<file path="src/rtl/irqmc_pkg.sv">
package irqmc_pkg;
  localparam int DW = 32;
  localparam int OFS_BITS = 5;
  localparam logic [DW-1:0] TGT_RESET = 32'hFFFB_0003;

  typedef enum logic [2:0] {
    RA_LEVEL = 3'd0,
    RA_MASK  = 3'd1,
    RA_PEND  = 3'd2,
    RA_ROUTE = 3'd3,
    RA_TGTA  = 3'd4,
    RA_TGTB  = 3'd5,
    RA_VIEWA = 3'd6,
    RA_VIEWB = 3'd7
  } reg_addr_e;

  // Outbound address: target word aligned down to 32 bytes
  function automatic logic [DW-1:0] msg_addr_f(input logic [DW-1:0] t);
    return t & ~((DW'(1) << OFS_BITS) - DW'(1));
  endfunction

  // Outbound data: offset field of the target word
  function automatic logic [DW-1:0] msg_data_f(input logic [DW-1:0] t);
    return t & ((DW'(1) << OFS_BITS) - DW'(1));
  endfunction
endpackage

</file>
<file path="src/rtl/irqmc_level.sv">
module irqmc_level #(
  parameter int NSRC = 11
) (
  input  logic            clk,
  input  logic            rst_n,
  input  logic [NSRC-1:0] irq_in,
  output logic [NSRC-1:0] lvl_q,
  output logic [NSRC-1:0] edge_o
);
  always_ff @(posedge clk or negedge rst_n) begin
    if (!rst_n) lvl_q <= '0;
    else        lvl_q <= irq_in;
  end

  // New edge: line high while its recorded level is still low
  assign edge_o = irq_in & ~lvl_q;
endmodule

</file>
<file path="src/rtl/irqmc_regs.sv">
module irqmc_regs
  import irqmc_pkg::*;
#(
  parameter int NSRC = 11
) (
  input  logic            clk,
  input  logic            rst_n,
  input  logic            reg_wr,
  input  logic            reg_rd,
  input  logic [2:0]      reg_addr,
  input  logic [DW-1:0]   reg_wdata,
  output logic [DW-1:0]   reg_rdata,
  input  logic [NSRC-1:0] edge_i,
  input  logic [NSRC-1:0] lvl_i,
  output logic [NSRC-1:0] mask_q,
  output logic [NSRC-1:0] route_q,
  output logic [NSRC-1:0] pend_q,
  output logic [DW-1:0]   tgta_q,
  output logic [DW-1:0]   tgtb_q
);
  localparam int PADW = DW - NSRC;

  logic pend_clr;
  assign pend_clr = (reg_wr || reg_rd) && (reg_addr == RA_PEND);

  always_ff @(posedge clk or negedge rst_n) begin
    if (!rst_n) begin
      mask_q  <= '0;
      route_q <= '0;
      pend_q  <= '0;
      tgta_q  <= TGT_RESET;
      tgtb_q  <= TGT_RESET;
    end else begin
      pend_q <= (pend_clr ? '0 : pend_q) | edge_i;
      if (reg_wr) begin
        case (reg_addr)
          RA_MASK:  mask_q  <= reg_wdata[NSRC-1:0];
          RA_ROUTE: route_q <= reg_wdata[NSRC-1:0];
          RA_TGTA:  tgta_q  <= reg_wdata;
          RA_TGTB:  tgtb_q  <= reg_wdata;
          default:  ;
        endcase
      end
    end
  end

  always_comb begin
    case (reg_addr)
      RA_LEVEL: reg_rdata = {{PADW{1'b0}}, lvl_i};
      RA_MASK:  reg_rdata = {{PADW{1'b0}}, mask_q};
      RA_PEND:  reg_rdata = {{PADW{1'b0}}, pend_q};
      RA_ROUTE: reg_rdata = {{PADW{1'b0}}, route_q};
      RA_TGTA:  reg_rdata = tgta_q;
      RA_TGTB:  reg_rdata = tgtb_q;
      RA_VIEWA: reg_rdata = {{PADW{1'b0}}, lvl_i & mask_q & ~route_q};
      default:  reg_rdata = {{PADW{1'b0}}, lvl_i & mask_q & route_q};
    endcase
  end
endmodule

</file>
<file path="src/rtl/irqmc_msgq.sv">
module irqmc_msgq
  import irqmc_pkg::*;
#(
  parameter int NSRC = 11
) (
  input  logic            clk,
  input  logic            rst_n,
  input  logic [NSRC-1:0] edge_i,
  input  logic [NSRC-1:0] mask_i,
  input  logic [NSRC-1:0] route_i,
  input  logic [DW-1:0]   tgta_i,
  input  logic [DW-1:0]   tgtb_i,
  output logic [1:0]      hit_o,
  output logic [1:0]      wait_o,
  output logic            msg_valid,
  input  logic            msg_ready,
  output logic [DW-1:0]   msg_addr,
  output logic [DW-1:0]   msg_data
);
  localparam int NTGT = 2;

  logic [DW-1:0]   tgt [NTGT];
  logic [NTGT-1:0] req_q, grant;
  logic            take;
  logic            sel;

  assign tgt[0] = tgta_i;
  assign tgt[1] = tgtb_i;

  // Enabled edges, split by selector bit
  for (genvar g = 0; g < NTGT; g++) begin : g_hit
    if (g == 0) begin : g_a
      assign hit_o[g] = |(edge_i & mask_i & ~route_i);
    end else begin : g_b
      assign hit_o[g] = |(edge_i & mask_i & route_i);
    end
  end

  assign take  = !msg_valid || msg_ready;
  assign sel   = !req_q[0];
  assign grant = take ? (req_q & (sel ? 2'b10 : 2'b01)) : 2'b00;
  assign wait_o = req_q;

  always_ff @(posedge clk or negedge rst_n) begin
    if (!rst_n) begin
      req_q     <= '0;
      msg_valid <= 1'b0;
      msg_addr  <= '0;
      msg_data  <= '0;
    end else begin
      req_q <= (req_q & ~grant) | hit_o;
      if (take) begin
        msg_valid <= |req_q;
        if (|req_q) begin
          msg_addr <= msg_addr_f(tgt[sel]);
          msg_data <= msg_data_f(tgt[sel]);
        end
      end
    end
  end
endmodule

</file>
<file path="src/rtl/irq_msg_ctrl.sv">
module irq_msg_ctrl
  import irqmc_pkg::*;
#(
  parameter int NSRC = 11
) (
  input  logic            clk,
  input  logic            rst_n,
  input  logic [NSRC-1:0] irq_in,
  input  logic            reg_wr,
  input  logic            reg_rd,
  input  logic [2:0]      reg_addr,
  input  logic [31:0]     reg_wdata,
  output logic [31:0]     reg_rdata,
  output logic            msg_valid,
  input  logic            msg_ready,
  output logic [31:0]     msg_addr,
  output logic [31:0]     msg_data
);
  logic [NSRC-1:0] lvl_q, edge_w, mask_q, route_q, pend_q;
  logic [DW-1:0]   tgta_q, tgtb_q;
  logic [1:0]      hit_w, wait_w;

  irqmc_level #(.NSRC(NSRC)) u_level (
    .clk(clk), .rst_n(rst_n), .irq_in(irq_in), .lvl_q(lvl_q), .edge_o(edge_w)
  );

  irqmc_regs #(.NSRC(NSRC)) u_regs (
    .clk(clk), .rst_n(rst_n),
    .reg_wr(reg_wr), .reg_rd(reg_rd), .reg_addr(reg_addr),
    .reg_wdata(reg_wdata), .reg_rdata(reg_rdata),
    .edge_i(edge_w), .lvl_i(lvl_q),
    .mask_q(mask_q), .route_q(route_q), .pend_q(pend_q),
    .tgta_q(tgta_q), .tgtb_q(tgtb_q)
  );

  irqmc_msgq #(.NSRC(NSRC)) u_msgq (
    .clk(clk), .rst_n(rst_n),
    .edge_i(edge_w), .mask_i(mask_q), .route_i(route_q),
    .tgta_i(tgta_q), .tgtb_i(tgtb_q),
    .hit_o(hit_w), .wait_o(wait_w),
    .msg_valid(msg_valid), .msg_ready(msg_ready),
    .msg_addr(msg_addr), .msg_data(msg_data)
  );
endmodule

</file>
<file path="config.mk">
export PLATFORM = sky130hd
export DESIGN_NAME = irq_msg_ctrl
export DESIGN_NICKNAME = d
export VERILOG_FILES = /design/src/rtl/irqmc_pkg.sv /design/src/rtl/irqmc_level.sv /design/src/rtl/irqmc_regs.sv /design/src/rtl/irqmc_msgq.sv /design/src/rtl/irq_msg_ctrl.sv
export SDC_FILE = /design/constraint.sdc
export NUM_CORES = 1
export LEC_CHECK = 0
export BUFFER_PORTS_ARGS = -buffer_cell sky130_fd_sc_hd__buf_2
export CORE_ASPECT_RATIO = 0.6
export CORE_MARGIN = 3
export CORE_UTILIZATION = 55
export CTS_CLUSTER_DIAMETER = 30
export DETAILED_ROUTE_END_ITERATION = 12
export GPL_TIMING_DRIVEN = 0
export PLACE_DENSITY = 0.8
export SLEW_MARGIN = 15
export SYNTH_ARGS = -nofsm -noshare
export SYNTH_HDL_FRONTEND = slang
export SYNTH_HIERARCHICAL = 1
export SYNTH_SLANG_ARGS = --single-unit
</file>
<file path="constraint.sdc">
create_clock -name clk -period 1.72 [get_ports clk]
set_input_delay 0.258 -clock clk [delete_from_list [all_inputs] [get_ports clk]]
set_output_delay 0.258 -clock clk [all_outputs]
set_load 0.02 [all_outputs]
</file>
==> summary.md <==
| Metric | Value |
|---|---|
| Status | `complete, but fails checks` |
| Violated checks | `setup timing` |
| GPL Wtd Cong | `0.950` |
| Multi-input logic area | `3390 µm²` |
| Die X | `154 µm` |
| DRC violation total after the first TritonRoute iteration | `460` |
| GR Overflow Total | `0` |
| Top Ports | `between 100 and 150` |
| Syn Inst Count | `590` |
| CP max FO | `2` |
| Crit-path cells | `mux2i_2 > o32ai_2 > a22oi_2 > o31ai_1 > buf_2` |
| Clock transition at path regs | `around 0.060 ns` |
| Die ar. | `14,600 µm²` |
| CTS H-Tree Depth | `4` |
| R2R depth | `6` |
| CP endpoint kind | `output pin` |
| MaxCap Viol Count | `0` |
| Most common cell after layout, fill and taps aside | `buf_2` |
| RR Endpoint | `u_msgq/wait_o[0]$_DFF_PN0_` |
| VDD IR max | `approximately 0.93 mV` |
| DRC | `0` |
| Startpoint Class | `register` |
| Final antenna-violating net count | `0` |
| Clock Skew | `0.00662 ns` |
| Worst path top cell family by delay | `compound AO/OA/AOI/OAI gates` |
| CTS buffer count | `17` |
| WS Path Type | `reg2out` |
| Mapped Area | `7240 µm²` |
| Post-layout min period | `1.99 ns` |
| Overall Global Routing Usage | `0.278` |
| Highest Clock Rate | `around 500 MHz` |
| Area grow syn2layout | `29.3%` |
| Fill count | `817` |
| First drt pass iteration count | `5` |
| Max Slew Vio Count | `0` |
| Routed vias | `5,562` |
| Number of global-route vias before repair | `approximately 5,600` |
| Clk root buf | `clkbuf_16` |
| Post-DP HPWL | `14,100 µm` |
| Final period utilization | `1.16` |
| Reg2reg start | `u_level/lvl_q[4]$_DFF_PN0_` |
| Final nets | `between 800 and 900` |
| Metal3 WL | `2040 µm` |
| CP bufs+invs | `1` |
| Final setup viols | `9` |
| Hold Violations, Final | `0` |
| Arr. time, crit path | `roughly 1.7 ns` |
| PnR Total Power | `13,200 µW` |
| Share of layout cells above drive strength 1 | `0.540` |
| Clock tree buffer depth | `2` |
| Syn_area_per_cell | `12.3 µm²` |
| Crit path from | `u_regs/tgtb_q[2]$_DFFE_PN0P_` |
| Worst EP required | `about 1.5 ns` |
| YS warnings | `6` |
| Worst R2R Setup Slack | `0.27 ns` |
| Die Ht | `between 90 and 100 µm` |
| Power Density | `1410 nW/µm²` |
| Clk_lat worst skew | `between 0.4 and 0.5 ns` |
| Initial Util | `0.582` |
| First-pass GRT wire length | `around 31,000 µm` |
| Via density | `5.75` |
| HP Class | `in2reg` |
| WL met2 | `approximately 9000 µm` |
| CTS sink cnt | `roughly 140` |
| Worst path max stage delay | `0.40 ns` |
| Total wire length | `20,300 µm` |
| Antenna violations before repair | `0` |
| End of the critical path | `reg_rdata[2]` |
| # rows | `31` |
| Worst relative slew slack | `0.638` |
| Met1 WL | `~9100 µm` |
| WL per Instance | `about 21 µm` |
| Core Region | `12,500 µm²` |
| Most frequent cells in the layout | `111 x buf_2, 102 x dfrtp_1, 76 x buf_4` |
| I/O Buffers | `114` |
| Pin count of the biggest net entering global routing | `105` |
| Slew @ Worst Pin | `roughly 0.54 ns` |
| Antenna diodes | `0` |
| Sequential cell area | `between 3000 and 4000 µm²` |
| Setup slack after layout | `-0.274 ns` |
| Place WS | `-0.308 ns` |
| P_leak | `0.00436 µW` |
| Unrepaired setup endpoints after global routing | `yes` |
| Levels on crit path | `5` |
| CTS tree | `yes` |
| Top layer used by detailed routing | `met4` |
| Worst path slowest cell | `dfrtp_1` |
## area by class of cell
cell class / count / area share
buffer: 68 / 0.0588
clock buffer: 17 / 0.0454
clock inverter: 15 / 0.0223
inverter: 3 / 0.00120
multi-input combinational: 406 / 0.362
sequential: 143 / 0.388
tap: 165 / 0.0220
timing repair buffer: 151 / 0.101
## worst min path at each step
stage               startpoint                         endpoint  slack, ns  cells after the start
floorplan                rst_n       u_level/lvl_q[0]$_DFF_PN0_      -0.04                      0
global placement    irq_in[10]      u_level/lvl_q[10]$_DFF_PN0_       0.38                      1
detailed placement       rst_n  u_msgq/msg_addr[27]$_DFFE_PN0P_       0.16                      1
CTS                  irq_in[0]       u_level/lvl_q[0]$_DFF_PN0_      0.002                      1
global route         irq_in[0]       u_level/lvl_q[0]$_DFF_PN0_       0.01                      1
finish               irq_in[0]       u_level/lvl_q[0]$_DFF_PN0_       0.03                      1
## repair_timing
item	4_1_cts	5_1_grt
buffers inserted	19	6
gates resized for setup	62	13
gates cloned	0	0
pin swaps	16	7
hold endpoints to repair	49	0
hold buffers	11	0
endpoints found under the setup margin	31	13
## routing by layer
metal  vias up  track usage
met1      2786        0.404
met3        20       0.0943
met2       277        0.405
met5         -            0
li1       2479            -
met4         0       0.0632
## through the flow
step | cell area [µm²] | cells | utilization | setup TNS (ns) | hold slack [ns]
4_1_cts | 9280 | 962 | 0.745 | -1.04 | 0.00159
3_3_place_gp | 8140 | 900 | 0.653 | -189.38 | 0.381
5_1_grt | 9360 | 968 | 0.752 | -1.57 | 0.0128
2_1_floorplan | 7360 | 621 | - | 0 | -0.0376
6_report | 9360 | 968 | 0.752 | -1.09 | 0.0284
3_5_place_dp | 8170 | 901 | 0.656 | -7.71 | 0.157
## state kept, by name, summed over array words and instances (netlist names)
name              flops
u_regs/route_q       11
u_msgq/msg_valid      1
u_msgq/wait_o         2
u_msgq/msg_data       5
u_msgq/msg_addr      27
u_level/lvl_q        11
u_regs/pend_q        11
u_regs/tgtb_q        32
u_regs/mask_q        11
u_regs/tgta_q        32
## power breakdown
part	leakage [µW]	switching, µW	internal, µW
Clock	0.000301	1470	2450
Combinational	0.00245	2330	1860
Sequential	0.00161	702	4400
Total	0.00436	4510	8710
## worst reg2reg max path, stage by stage, from the launching register on
cell     delay [ns]
dfrtp_1        0.43
buf_4          0.15
nor2b_4        0.04
nand2_1        0.07
o22ai_1        0.11
nor4_1         0.41
nand3_1        0.12
No activity file was read; power rests on OpenSTA's default activity.
